<file path="src/rtl/xbus_pkg.sv">
package xbus_pkg;

  typedef enum logic [2:0] {
    PH_IDLE = 3'd0,
    PH_T0   = 3'd1,
    PH_T1   = 3'd2,
    PH_T2   = 3'd3,
    PH_TW   = 3'd4,
    PH_T3   = 3'd5
  } phase_e;

  localparam logic [1:0] SS_NONE = 2'b11;
  localparam logic [1:0] SS_PROG = 2'b10;
  localparam logic [1:0] SS_XMEM = 2'b01;
  localparam logic [1:0] SS_YMEM = 2'b00;

  function automatic logic [1:0] space_code(input logic [1:0] sp);
    case (sp)
      2'd0:    space_code = SS_PROG;
      2'd1:    space_code = SS_XMEM;
      default: space_code = SS_YMEM;
    endcase
  endfunction

endpackage

</file>
<file path="src/rtl/xbus_phase_fsm.sv">
module xbus_phase_fsm
  import xbus_pkg::*;
#(
  parameter int WAIT_W = 4
) (
  input  logic              clk_i,
  input  logic              rst_ni,
  input  logic              start_i,
  input  logic [WAIT_W-1:0] wait_min_i,
  input  logic              ack_ni,
  output phase_e            phase_o,
  output logic              fin_o
);

  phase_e            phase_q;
  logic [WAIT_W-1:0] wcnt_q;
  logic              ack_seen_q;

  // acknowledge is sampled on the falling edge, mid-phase
  always_ff @(negedge clk_i or negedge rst_ni) begin
    if (!rst_ni) ack_seen_q <= 1'b0;
    else         ack_seen_q <= ~ack_ni;
  end

  assign fin_o = (phase_q == PH_T2) && (wcnt_q == '0) && ack_seen_q;

  always_ff @(posedge clk_i or negedge rst_ni) begin
    if (!rst_ni) begin
      phase_q <= PH_IDLE;
      wcnt_q  <= '0;
    end else begin
      case (phase_q)
        PH_IDLE: if (start_i) begin
          phase_q <= PH_T0;
          wcnt_q  <= wait_min_i;
        end
        PH_T0:   phase_q <= PH_T1;
        PH_T1:   phase_q <= PH_T2;
        PH_T2:   phase_q <= fin_o ? PH_T3 : PH_TW;
        PH_TW: begin
          phase_q <= PH_T2;
          if (wcnt_q != '0) wcnt_q <= wcnt_q - 1'b1;
        end
        PH_T3:   phase_q <= PH_IDLE;
        default: phase_q <= PH_IDLE;
      endcase
    end
  end

  assign phase_o = phase_q;

endmodule

</file>
<file path="src/rtl/xbus_lock.sv">
module xbus_lock
  import xbus_pkg::*;
(
  input  logic   clk_i,
  input  logic   rst_ni,
  input  logic   accept_i,
  input  logic   rmw_i,
  input  phase_e phase_i,
  input  logic   cur_we_i,
  input  logic   cur_rmw_i,
  input  logic   hold_i,
  output logic   bl_no
);

  logic lock_q;

  always_ff @(posedge clk_i or negedge rst_ni) begin
    if (!rst_ni) begin
      lock_q <= 1'b0;
    end else if (accept_i && rmw_i) begin
      lock_q <= 1'b1;
    end else if (phase_i == PH_T3 && cur_rmw_i && cur_we_i) begin
      lock_q <= 1'b0;
    end
  end

  assign bl_no = ~(lock_q | hold_i);

endmodule

</file>
<file path="src/rtl/xbus_pins.sv">
module xbus_pins
  import xbus_pkg::*;
#(
  parameter int ADDR_W = 32,
  parameter int DATA_W = 32
) (
  input  logic              clk_i,
  input  logic              rst_ni,
  input  logic              accept_i,
  input  logic              fin_i,
  input  phase_e            phase_i,
  input  logic [ADDR_W-1:0] addr_i,
  input  logic [1:0]        space_i,
  input  logic              we_i,
  input  logic              rmw_i,
  input  logic [DATA_W-1:0] wdata_i,
  input  logic [DATA_W-1:0] data_i,
  output logic [ADDR_W-1:0] addr_o,
  output logic [1:0]        ss_o,
  output logic              rw_o,
  output logic              bs_no,
  output logic              ts_no,
  output logic [DATA_W-1:0] data_o,
  output logic              data_oe_o,
  output logic [DATA_W-1:0] rdata_o,
  output logic              done_o,
  output logic              cur_we_o,
  output logic              cur_rmw_o
);

  logic [ADDR_W-1:0] addr_q;
  logic [1:0]        space_q;
  logic              we_q;
  logic              rmw_q;
  logic [DATA_W-1:0] wdata_q;
  logic [DATA_W-1:0] rdata_q;
  logic              busy;

  always_ff @(posedge clk_i or negedge rst_ni) begin
    if (!rst_ni) begin
      addr_q  <= '0;
      space_q <= '0;
      we_q    <= 1'b0;
      rmw_q   <= 1'b0;
      wdata_q <= '0;
    end else if (accept_i) begin
      addr_q  <= addr_i;
      space_q <= space_i;
      we_q    <= we_i;
      rmw_q   <= rmw_i;
      wdata_q <= wdata_i;
    end
  end

  // capture at the edge that raises the transfer strobe
  always_ff @(posedge clk_i or negedge rst_ni) begin
    if (!rst_ni)              rdata_q <= '0;
    else if (fin_i && !we_q)  rdata_q <= data_i;
  end

  assign busy      = (phase_i != PH_IDLE);
  assign addr_o    = addr_q;
  assign ss_o      = busy ? space_code(space_q) : SS_NONE;
  assign rw_o      = busy ? ~we_q : 1'b1;
  assign bs_no     = !(phase_i inside {PH_T0, PH_T1, PH_T2, PH_TW});
  assign ts_no     = !(phase_i inside {PH_T1, PH_T2, PH_TW});
  assign data_oe_o = we_q && (phase_i inside {PH_T2, PH_TW, PH_T3});
  assign data_o    = wdata_q;
  assign rdata_o   = rdata_q;
  assign done_o    = (phase_i == PH_T3);
  assign cur_we_o  = we_q;
  assign cur_rmw_o = rmw_q;

endmodule

</file>
<file path="src/rtl/xbus_seq.sv">
module xbus_seq
  import xbus_pkg::*;
#(
  parameter int ADDR_W = 32,
  parameter int DATA_W = 32,
  parameter int WAIT_W = 4
) (
  input  logic              clk_i,
  input  logic              rst_ni,
  input  logic              req_i,
  input  logic              we_i,
  input  logic              rmw_i,
  input  logic [1:0]        space_i,
  input  logic [ADDR_W-1:0] addr_i,
  input  logic [DATA_W-1:0] wdata_i,
  input  logic [WAIT_W-1:0] wait_min_i,
  input  logic              lock_hold_i,
  output logic [DATA_W-1:0] rdata_o,
  output logic              done_o,
  output logic [ADDR_W-1:0] addr_o,
  output logic [1:0]        ss_o,
  output logic              rw_o,
  output logic              bs_no,
  output logic              ts_no,
  output logic              bl_no,
  input  logic              ack_ni,
  input  logic [DATA_W-1:0] data_i,
  output logic [DATA_W-1:0] data_o,
  output logic              data_oe_o
);

  phase_e phase;
  logic   fin;
  logic   accept;
  logic   cur_we;
  logic   cur_rmw;

  assign accept = req_i && (phase == PH_IDLE);

  xbus_phase_fsm #(.WAIT_W(WAIT_W)) u_fsm (
    .clk_i      (clk_i),
    .rst_ni     (rst_ni),
    .start_i    (accept),
    .wait_min_i (wait_min_i),
    .ack_ni     (ack_ni),
    .phase_o    (phase),
    .fin_o      (fin)
  );

  xbus_pins #(.ADDR_W(ADDR_W), .DATA_W(DATA_W)) u_pins (
    .clk_i     (clk_i),
    .rst_ni    (rst_ni),
    .accept_i  (accept),
    .fin_i     (fin),
    .phase_i   (phase),
    .addr_i    (addr_i),
    .space_i   (space_i),
    .we_i      (we_i),
    .rmw_i     (rmw_i),
    .wdata_i   (wdata_i),
    .data_i    (data_i),
    .addr_o    (addr_o),
    .ss_o      (ss_o),
    .rw_o      (rw_o),
    .bs_no     (bs_no),
    .ts_no     (ts_no),
    .data_o    (data_o),
    .data_oe_o (data_oe_o),
    .rdata_o   (rdata_o),
    .done_o    (done_o),
    .cur_we_o  (cur_we),
    .cur_rmw_o (cur_rmw)
  );

  xbus_lock u_lock (
    .clk_i     (clk_i),
    .rst_ni    (rst_ni),
    .accept_i  (accept),
    .rmw_i     (rmw_i),
    .phase_i   (phase),
    .cur_we_i  (cur_we),
    .cur_rmw_i (cur_rmw),
    .hold_i    (lock_hold_i),
    .bl_no     (bl_no)
  );

endmodule

</file>
<file path="config.mk">
export PLATFORM = sky130hd
export DESIGN_NAME = xbus_seq
export DESIGN_NICKNAME = d
export VERILOG_FILES = /design/src/rtl/xbus_pkg.sv /design/src/rtl/xbus_phase_fsm.sv /design/src/rtl/xbus_lock.sv /design/src/rtl/xbus_pins.sv /design/src/rtl/xbus_seq.sv
export SDC_FILE = /design/constraint.sdc
export NUM_CORES = 1
export LEC_CHECK = 0
export ABC_CLOCK_PERIOD_IN_PS = 1700
export CAP_MARGIN = 20
export CORE_MARGIN = 3
export CORE_UTILIZATION = 37
export DETAILED_ROUTE_END_ITERATION = 7
export GPL_ROUTABILITY_DRIVEN = 1
export GPL_TIMING_DRIVEN = 0
export PLACE_DENSITY = 0.78
export SLEW_MARGIN = 20
export SYNTH_ARGS = -nofsm -noshare
export SYNTH_HDL_FRONTEND = slang
export SYNTH_SLANG_ARGS = --single-unit
export TNS_END_PERCENT = 5
</file>
<file path="constraint.sdc">
create_clock -name clk_i -period 1.7 [get_ports clk_i]
set_input_delay 0.17 -clock clk_i [delete_from_list [all_inputs] [get_ports clk_i]]
set_output_delay 0.17 -clock clk_i [all_outputs]
set_load 0.02 [all_outputs]
</file>
* Yosys cells after proc, flatten, opt, wreduce, memory -nomap -nowiden
Index checks and enable logic that the tools add are counted.
Storage, ports and cells: register bits 109, input port bits 109, output and inout port bits 104, word-level logic and storage cells 57
Cells by class: add/sub/neg operators 1, equal/unequal tests 8, mux-type cells 11, bitwise operators 4, reductions and logical operators 23
Operators by type and width (count):
- $pmux W3 S4 | 1
- $reduce_bool A3 Y1 | 3
- $logic_and A1 B1 Y1 | 8
- $mux W4 | 2
- $pmux W4 S2 | 1
- $reduce_bool A4 Y1 | 2
- $eq A3 B2 Y1 const B | 2
- $eq A3 B3 Y1 const B | 2
- $logic_not A4 Y1 | 1
- $mux W1 | 4
- $ne A2 B1 Y1 const B | 2
- $pmux W2 S2 | 1
- $reduce_bool A2 Y1 | 2
- $sub A4 B1 Y4 const B | 1
- $eq A3 B1 Y1 const B | 1
- $logic_not A1 Y1 | 3
- $logic_not A3 Y1 | 1
- $mux W3 | 1
- $not A1 Y1 | 3
- $reduce_and A3 Y1 | 1
- $eq A2 B1 Y1 const B | 1
- $logic_not A2 Y1 | 1
- $mux W2 | 1
- $reduce_or A2 Y1 | 1
- $or A1 B1 Y1 | 1

* Logic depth before layout (Yosys ltp)
Gate-level depths: netlist (run 1).
depth after elaboration 5, depth in mapped cells 7, gate-level depth less buffers 5

* Cells and area by module
From an unflattened synthesis (run 1), not the netlist that was laid out.
Second synthesis, totals: cells, all modules 281, area total of the unflattened synthesis 4503.1 µm²
By module, submodules not included:
- xbus_pins | instances 1, cells an instance 227, area each 3943.8 µm², seq. area each 2502.4 µm²
- xbus_phase_fsm | instances 1, cells an instance 46, area each 480.5 µm², seq. area each 200.2 µm²
- xbus_lock | instances 1, cells an instance 7, area each 63.8 µm², seq. area each 25.0 µm²
- xbus_seq | instances 1, cells an instance 1, area each 15.0 µm², seq. area each 0.0 µm²

==> out/results.txt, run 1 <==
Crit end category -> flop
Routing usage on met1 -> 18.2%
Vias in the first global route -> 3,357
Pin count of the biggest net entering global routing -> 61
Row count -> 39
LEAKAGE -> 3.13 nW
Met3 Usage GRT -> 7.26%
Num CTS Buffers -> 9
R2r endpoint -> u_pins.rdata_o[9]
Mapped cell area -> 4450 sq um
CTS tree -> yes
Post-Route Skew -> 7.64 ps
Chip width -> 116 um
Worst reg2reg setup slack -> -720 ps
Synthesis-to-finish area growth -> 60.9%
Wire length of the first global-routing pass -> 16,800 um
Failing checks -> setup timing
Fin Hold WS -> 383 ps
Gr busiest metal -> met2
Critical path launch point type -> flop
DRC Markers -> 0
Power per cell area -> 1840 nW/um^2
DR WL/cell -> 16.6 um
Antenna violations before repair -> 0
Syn nets -> 390
RSZ-0062 raised after global routing -> true
Final Core Density -> 61.7%
Worst Path Required -> 1930 ps
Diodes inserted -> 0
Clock transition at path regs -> 60 ps
Starting Density -> 38.3%
Clk buf depth -> 2
Max-Slew Margin vs Limit -> 62.9%
Post-Layout Inst Area -> 7170 sq um
IO buf count -> 212
Worst Path Arrival -> 2650 ps
Ys Warns -> 0
Antenna Nets Post-Route -> 0
Fraction of layout cells with a size suffix above 1 -> 27.5%
Cells after Synth -> 280
Share of the yosys chip area belonging to registers -> 61.3%
I/O Pins -> 213
Worst Max-Slew Pin Slew -> 556 ps
Setup ws final -> -722 ps
Flops & latches, synth -> 109
Worst vdd ir -> 1140 uV
GR Layer Usage met2 -> 28.6%
Initial DRT Pass Iterations -> 4
Critical path class -> reg2reg
Clock Latency Late Sink -> 350 ps
Worst Reg-to-Reg Cells -> 4
Status -> finished, violations left
Hold crit path type -> in2async
Gr usage total -> 16.3%
Maxcap violations -> 0
Vias per inst -> 4.70
Mean Syn Cell Area -> 15.9 sq um
Detail Placement HPWL -> 8260 um
Core ar. -> 11,600 sq um
RePlAce Congestion -> 0.804
RR Startpoint -> u_fsm.ack_seen_q
Crit-path max FO -> 10
Area post-placement -> 6780 sq um
Synth unique cells -> 36
CTS root buf -> clkbuf_16
Via count -> 3,078
GRT Residual Overflow -> 0
Final setup fails -> 43
Clk sinks -> 109
Pre-CTS WS -> -764 ps
NumNets Final -> 617
Final Hold Vio Count -> 0
Final wirelength -> 10,900 um
Slew Limit Fails -> 0
Die height -> 116 um
Area of the die -> 13,400 sq um
Initial DRC count -> 156
Htree depth -> 3
cells by family (layout without fill, tap and decap cells):
group | count (synthesis) | count (layout) | share of synthesized area (%)
AOI/OAI and AO/OA | 16 | 16 | 2.44
xor gates and xnor gates | 1 | 1 | 0.197
adders and majority gates | 1 | 1 | 0.281
buffers and inverters | 24 | 256 | 4.07
DFF | 109 | 109 | 61.3
muxes | 100 | 100 | 27.8
and+or+nand+nor | 29 | 29 | 3.99
worst max-delay path: stages (launching register included):
cell       delay [ps]
dfrtn_1           410
nand4bb_1         140
or3_4             420
buf_12            180
mux2_4            300
stage by stage:
stage / cells / power, W / TNS [ps]
final: 655 / 0.0132 / -23580
after CTS: 654 / 0.0134 / -24600
after global routing: 655 / 0.0140 / -28530
after global placement: 635 / 0.0110 / -426740
after floorplan: 280 / 0.00798 / -20120
after detailed placement: 636 / 0.0112 / -36920
state kept, by name (all words and copies together) (netlist names):
name	flops
u_fsm.ack_seen_q	1
u_fsm.phase_o	3
u_fsm.wcnt_q	4
u_lock.lock_q	1
u_pins.addr_o	32
u_pins.cur_rmw_o	1
u_pins.cur_we_o	1
u_pins.data_o	32
u_pins.rdata_o	32
u_pins.space_q	2
worst max-delay path by stage:
stage	from	to
2_1_floorplan	u_fsm.ack_seen_q	u_pins.rdata_o[0]
3_3_place_gp	rst_ni	u_fsm.ack_seen_q
3_5_place_dp	u_fsm.ack_seen_q	u_pins.rdata_o[19]
4_1_cts	u_fsm.ack_seen_q	u_pins.rdata_o[9]
5_1_grt	u_fsm.ack_seen_q	u_pins.rdata_o[14]
6_report	u_fsm.ack_seen_q	u_pins.rdata_o[9]
routing by layer:
metal | up-vias | share of wire, % | wire length (um)
li1 | 1428 | - | -
met1 | 1517 | 38 | 4100
met2 | 125 | 53 | 5720
met3 | 8 | 8.9 | 971
met4 | 0 | 0.94 | 102
met5 | - | 0 | 0
layout by cell type (no fill, tap or decap), types with 2 or more instances in the layout:
cell type,n
dlymetal6s2s_1,2
mux2i_1,2
clkdlybuf4s50_1,203
o21ai_0,6
clkdlybuf4s15_2,2
clkdlybuf4s15_1,2
nand2_1,11
buf_4,8
mux2_4,30
mux2_2,68
and4_1,2
nor2_1,3
dfrtp_1,108
buf_6,9
buf_12,3
clkbuf_1,4
nand4bb_1,2
clkbuf_16,9
inv_1,9
power by group:
group          total (W)  internal, W  switching (W)
Sequential       0.00446      0.00380       0.000661
Clock            0.00205      0.00118       0.000863
Combinational    0.00671      0.00370        0.00302
Total             0.0132      0.00868        0.00454
timing repair:
item                                    CTS  global route
buffers inserted                          2             1
hold buffers                              1             0
endpoints found under the setup margin  104           109
resized for setup                        33             9
pin swaps                                 1             1
endpoints found under the hold margin    58             0
cells in the mapped netlist (all sizes together):
master	instances	share of area, %
a311oi	1	0.20
or2	1	0.14
buf	15	3.3
inv	9	0.76
ha	1	0.28
nand3b	1	0.45
nor2	4	0.34
nor2b	1	0.14
nor4b	1	0.20
nand2	11	0.93
o21a	1	0.17
a32oi	1	0.20
a22oi	1	0.17
xnor2	1	0.20
mux2	98	27
o21ai	7	0.79
nor3	1	0.11
mux2i	2	0.45
or3	1	0.14
a21oi	1	0.11
o31ai	1	0.17
o2111a	1	0.25
dfrtn	1	0.56
a211o	1	0.20
dfrtp	108	61
nand4bb	2	0.51
nor3b	1	0.17
nand3	1	0.11
a41oi	1	0.20
and2	1	0.14
or4b	1	0.22
and4	2	0.39
final cells by class:
| class | count | area (sq um) |
|---|---|---|
| Buffer | 14 | 173 |
| Clock buffer | 14 | 254 |
| Clock inverter | 2 | 35.0 |
| Fill cell | 907 | 4450 |
| Inverter | 9 | 33.8 |
| Multi-Input combinational cell | 147 | 1580 |
| Sequential cell | 109 | 2730 |
| Tap cell | 143 | 179 |
| Timing Repair Buffer | 217 | 2190 |
(Power assumes the default switching activity.)
==> run 2: changes to the inputs <==
--- a/config.mk
+++ b/config.mk
@@ -12,6 +12,7 @@
 export DETAILED_ROUTE_END_ITERATION = 7
 export GPL_ROUTABILITY_DRIVEN = 1
 export GPL_TIMING_DRIVEN = 0
+export MAX_ROUTING_LAYER = met4
 export PLACE_DENSITY = 0.78
 export SLEW_MARGIN = 20
 export SYNTH_ARGS = -nofsm -noshare
==> run 2 against run 1 <==
Effect of this change: the flow still finishes with violations (setup timing); count of clock-buffer cells in the layout unchanged; clock power about the same; clock skew about the same; sequential power about the same; register-to-register slack about the same; cell count unchanged; via count increased by 0.26%; first-iteration DRC count decreased by 4.5%; utilization unchanged; critical endpoint unchanged.
==> out/results.txt, run 2 (synthesis gave the netlist of run 1 again) <==
Slew Limit Fails -> 0 (unchanged)
Status -> finished, violations left
Antenna Nets Post-Route -> 0 (unchanged)
Starting Density -> 38.3% (unchanged)
Post-Route Skew -> 7.73 ps (+0.0853 ps)
Worst vdd ir -> 1140 uV (+0.24%)
Max layer used -> met4
GRT Residual Overflow -> 0 (unchanged)
RePlAce Congestion -> 0.816 (+1.5%)
Power per cell area -> 1850 nW/um^2 (about the same)
Htree depth -> 3 (unchanged)
Worst Path Arrival -> 2640 ps (about the same)
Worst Max-Slew Pin Slew -> 559 ps (+2.84 ps)
Detail Placement HPWL -> 8260 um (unchanged)
Row count -> 39 (unchanged)
Crit-path max FO -> 10 (unchanged)
Met1 wire length -> 4250 um (+3.7%)
Antenna violations before repair -> 0 (unchanged)
Vias per inst -> 4.71 (+0.26%)
Synthesis-to-finish area growth -> 60.9% (unchanged)
Wire length of the first global-routing pass -> 16,800 um (-0.24%)
Clock Latency Late Sink -> 350 ps (about the same)
Maxcap violations -> 0 (unchanged)
CTS tree -> yes
I/O Pins -> 213 (unchanged)
Worst Reg-to-Reg Cells -> 4 (unchanged)
DR WL/cell -> 16.6 um (+0.14%)
Fraction of layout cells with a size suffix above 1 -> 27.5% (unchanged)
Worst reg2reg setup slack -> -710 ps (about the same)
Worst Path Required -> 1930 ps (about the same)
Vias in the first global route -> 3,363 (+0.18%)
Area of the die -> 13,400 sq um (unchanged)
Pin count of the biggest net entering global routing -> 61 (unchanged)
Pwr Total -> 0.0132 W (about the same)
Hold crit path type -> in2async
Failing checks -> setup timing
DRC Markers -> 0 (unchanged)
NumNets Final -> 617 (unchanged)
Final wirelength -> 10,900 um (+0.14%)
Critical path launch point type -> flop
Crit end category -> flop
Gr usage total -> 16.8% (+0.48 points)
IO buf count -> 212 (unchanged)
Core ar. -> 11,600 sq um (unchanged)
Final Hold Vio Count -> 0 (unchanged)
Chip width -> 116 um (unchanged)
Die height -> 116 um (unchanged)
RSZ-0062 raised after global routing -> true
Setup ws final -> -714 ps (+8.13 ps)
RR Startpoint -> u_fsm.ack_seen_q
Most common cell after layout, fill and taps aside -> clkdlybuf4s50_1
Diodes inserted -> 0 (unchanged)
Met2 wire length -> 5710 um (-0.23%)
CTS root buf -> clkbuf_16
Clk buf depth -> 2 (unchanged)
Max-Slew Margin vs Limit -> 62.7% (-0.19 points)
Clock transition at path regs -> 60 ps (about the same)
Commonest non-fill, non-tap cells in the layout -> clkdlybuf4s50_1 (203), dfrtp_1 (108), mux2_2 (68)
Met3 wire len -> 811 um (-16%)
Via count -> 3,086 (+0.26%)
LEAKAGE -> 3.13 nW (unchanged)
Initial DRC count -> 149 (-4.5%)
Initial DRT Pass Iterations -> 4 (unchanged)
Num CTS Buffers -> 9 (unchanged)
Critical path class -> reg2reg
R2r endpoint -> u_pins.rdata_o[9]
Final TNS setup -> -23,300 ps (+283 ps)
Final setup fails -> 43 (unchanged)
Clk sinks -> 109 (unchanged)
[run 2: cell counts in the layout (fill, tap and decap cells not counted)]
Identical to the previous run, type by type.
[run 2: worst max-delay path, cell delays in order, from the launching register on]
cell	delay, ps
dfrtn_1	410
nand4bb_1	130
or3_4	420
buf_12	180
mux2_4	300
[run 2: power breakdown]
part	switching, W	internal (W)
logic	0.00302	0.00370
registers	0.000662	0.00380
clock network	0.000865	0.00118
total	0.00455	0.00868
[run 2: repair_timing]
item,in CTS,in global routing
gates resized for setup,33,9
hold buffers,1,0
pin swaps,1,1
endpoints found under the hold margin,58,0
setup buffers,2,1
endpoints found under the setup margin,104,109
[run 2: routing by layer]
metal  up-vias  track usage [%]
met5         -                -
met3        12             5.80
li1       1428                -
met2       128             28.7
met1      1518             19.0
met4         0             4.02
[run 2: worst max path at each step]
stage	end	slack [ps]	from
after floorplan	u_pins.rdata_o[0]	-640	u_fsm.ack_seen_q
after global placement	u_fsm.ack_seen_q	-4260	rst_ni
after detailed placement	u_pins.rdata_o[19]	-760	u_fsm.ack_seen_q
after CTS	u_pins.rdata_o[9]	-700	u_fsm.ack_seen_q
after global routing	u_pins.rdata_o[14]	-740	u_fsm.ack_seen_q
final	u_pins.rdata_o[9]	-710	u_fsm.ack_seen_q
[run 2: final cells by class]
type / count / area, sq um
fill: 907 / 4450
sequential: 109 / 2730
clock buffer: 14 / 254
inverter: 9 / 33.8
timing repair buffer: 217 / 2190
buffer: 14 / 173
multi-input combinational: 147 / 1580
tap: 143 / 179
clock inverter: 2 / 35.0
[run 2: stage by stage]
step	hold slack, ps	utilization, %	setup slack [ps]	instances	area [sq um]
2_1_floorplan	-126	-	-639	280	4450
3_3_place_gp	489	58.2	-4260	635	6750
3_5_place_dp	184	58.4	-764	636	6780
5_1_grt	403	61.7	-744	655	7170
6_report	381	61.7	-714	655	7170
4_1_cts	372	61.5	-703	654	7140
==> run 3: changes to the inputs <==
--- a/config.mk
+++ b/config.mk
@@ -9,9 +9,10 @@
 export CAP_MARGIN = 20
 export CORE_MARGIN = 3
 export CORE_UTILIZATION = 37
+export CTS_CLUSTER_DIAMETER = 150
 export DETAILED_ROUTE_END_ITERATION = 7
 export GPL_ROUTABILITY_DRIVEN = 1
-export GPL_TIMING_DRIVEN = 0
+export GPL_TIMING_DRIVEN = 1
 export MAX_ROUTING_LAYER = met4
 export PLACE_DENSITY = 0.78
 export SLEW_MARGIN = 20
==> run 3 against run 2 <==
Effect of this change: the run still ends with setup timing left; cell area rose by 1.2%; non-clock buffer count rose by 11; sequential share of layout area fell by 0.44 points; worst setup slack got worse by 2.4 ps; count of clock-buffer cells in the layout rose by 1; combinational power rose by 2%; routed wire length rose by 6.9%; first-iteration DRC count rose by 30%; critical path type unchanged; highest routed layer unchanged.
==> out/results.txt, run 3 (synthesis gave the netlist of run 1 again) <==
Vias per inst -> 4.75 (+0.90%)
Initial DRT Pass Iterations -> 4 (unchanged)
GRT Residual Overflow -> 0 (unchanged)
Synthesis-to-finish area growth -> 62.8%
Pre-CTS WS -> -783 ps (-19.0 ps)
Via count -> 3,166 (+2.6%)
Setup ws final -> -716 ps (-2.38 ps)
HP Start -> rmw_i
DRC Markers -> 0 (unchanged)
Initial DRC count -> 194 (+30%)
Diodes inserted -> 0 (unchanged)
Clk buf depth -> 2 (unchanged)
LEAKAGE -> 3.17 nW (+1.3%)
Worst Max-Slew Pin Slew -> 583 ps (+23.6 ps)
I/O Pins -> 213 (unchanged)
RePlAce Congestion -> 0.797 (-2.3%)
Num CTS Buffers -> 9 (unchanged)
Final TNS setup -> -23,290 ps (+7.50 ps)
Clk sinks -> 109 (unchanged)
Hold path depth -> 3
Setup crit start -> u_fsm.ack_seen_q
Max-Slew Margin vs Limit -> 61.1% (-1.6 points)
Antenna Nets Post-Route -> 0 (unchanged)
Power per cell area -> 1850 nW/um^2 (+0.47%)
Most common cell after layout, fill and taps aside -> clkdlybuf4s50_1
Worst Path Arrival -> 2650 ps (about the same)
Worst vdd ir -> 1060 uV (-7.7%)
DR WL/cell -> 17.5 um (+5.1%)
NumNets Final -> 628 (+1.8%)
RSZ-0062 raised after global routing -> true
CTS tree -> yes
Post-Route Skew -> 5.86 ps (-1.87 ps)
RR Startpoint -> u_fsm.ack_seen_q
Pin count of the biggest net entering global routing -> 109 (+79%)
Final setup fails -> 43 (unchanged)
Status -> finished, violations left
Maxcap violations -> 0 (unchanged)
Area of the die -> 13,400 sq um (unchanged)
Crit-path max FO -> 8 (-2)
Wire length of the first global-routing pass -> 18,100 um (+7.7%)
Starting Density -> 38.3% (unchanged)
Die height -> 116 um (unchanged)
Hold crit path type -> in2reg
Gr usage total -> 18.0% (+1.2 points)
Antenna violations before repair -> 0 (unchanged)
Chip width -> 116 um (unchanged)
Commonest non-fill, non-tap cells in the layout -> clkdlybuf4s50_1 (205), dfrtp_1 (108), mux2_2 (68)
Fraction of layout cells with a size suffix above 1 -> 28.3% (+0.76 points)
Row count -> 39 (unchanged)
Final Hold Vio Count -> 0 (unchanged)
Htree depth -> 3 (unchanged)
Inst Count DP -> 645 (+1.4%)
Failing checks -> setup timing
Worst Reg-to-Reg Cells -> 4 (unchanged)
Layout Cells excl Fill -> 666 (+1.7%)
Vias in the first global route -> 3,548 (+5.5%)
IO buf count -> 212 (unchanged)
Critical path launch point type -> flop
CTS root buf -> clkbuf_16
Detail Placement HPWL -> 8650 um (+4.6%)
Final wirelength -> 11,700 um (+6.9%)
Clock Latency Late Sink -> 350 ps (about the same)
Slew Limit Fails -> 0 (unchanged)
Core ar. -> 11,600 sq um (unchanged)
Clock transition at path regs -> 70 ps (about the same)
Worst Path Required -> 1940 ps (about the same)
Crit end category -> flop
Critical path class -> reg2reg
Final Core Density -> 62.4% (+0.72 points)
[run 3: where the power goes]
part	switching [W]	internal [W]	leakage (nW)
clock	0.000890	0.00123	0.144
combinational	0.00305	0.00380	1.75
sequential	0.000678	0.00380	1.28
[run 3: metal layers]
layer,part of all wire (%),track usage (%),vias to the layer above
met5,0,-,-
met4,2.2,6.88,0
met3,7.1,5.43,22
met2,52,30.7,136
met1,39,19.9,1557
li1,-,-,1451
[run 3: repair_timing]
| action | in CTS | in global routing |
|---|---|---|
| gates resized for setup | 17 | 0 |
| buffers inserted | 0 | 1 |
| pin swaps | 2 | 1 |
| hold buffers | 1 | 0 |
| endpoints found under the setup margin | 79 | 107 |
| cloned | 1 | 2 |
| endpoints found under the hold margin | 108 | 0 |
[run 3: final timing paths]
check	endpoint	slack [ps]
setup / recovery	u_pins.rdata_o[3]	-720
hold / removal	u_lock.lock_q	370
setup reg to reg	u_pins.rdata_o[3]	-720
hold reg to reg	u_pins.addr_o[16]	510
max in group asynchronous	u_fsm.ack_seen_q	620
min in group asynchronous	u_pins.addr_o[5]	520
[run 3: critical path, stage by stage, from the launching register on]
cell       delay, ps
dfrtn_1          380
nand4bb_1        130
or3_4            430
clkbuf_16        210
mux2_4           300
[run 3: metrics by stage]
step | power (W) | hold slack (ps) | area (sq um)
6_report | 0.0134 | 368 | 7250
5_1_grt | 0.0142 | 403 | 7250
4_1_cts | 0.0136 | 354 | 7190
3_5_place_dp | 0.0115 | 325 | 6840
3_3_place_gp | 0.0112 | 309 | 6840
2_1_floorplan | 0.00798 | -126 | 4450
[run 3: final cells by class]
class | instances | area, sq um
fill | 937 | 4360
sequential | 109 | 2730
timing repair buffer | 242 | 2440
multi-input combinational | 147 | 1570
clock buffer | 15 | 268
tap | 143 | 179
inverter | 9 | 33.8
clock inverter | 1 | 30.0
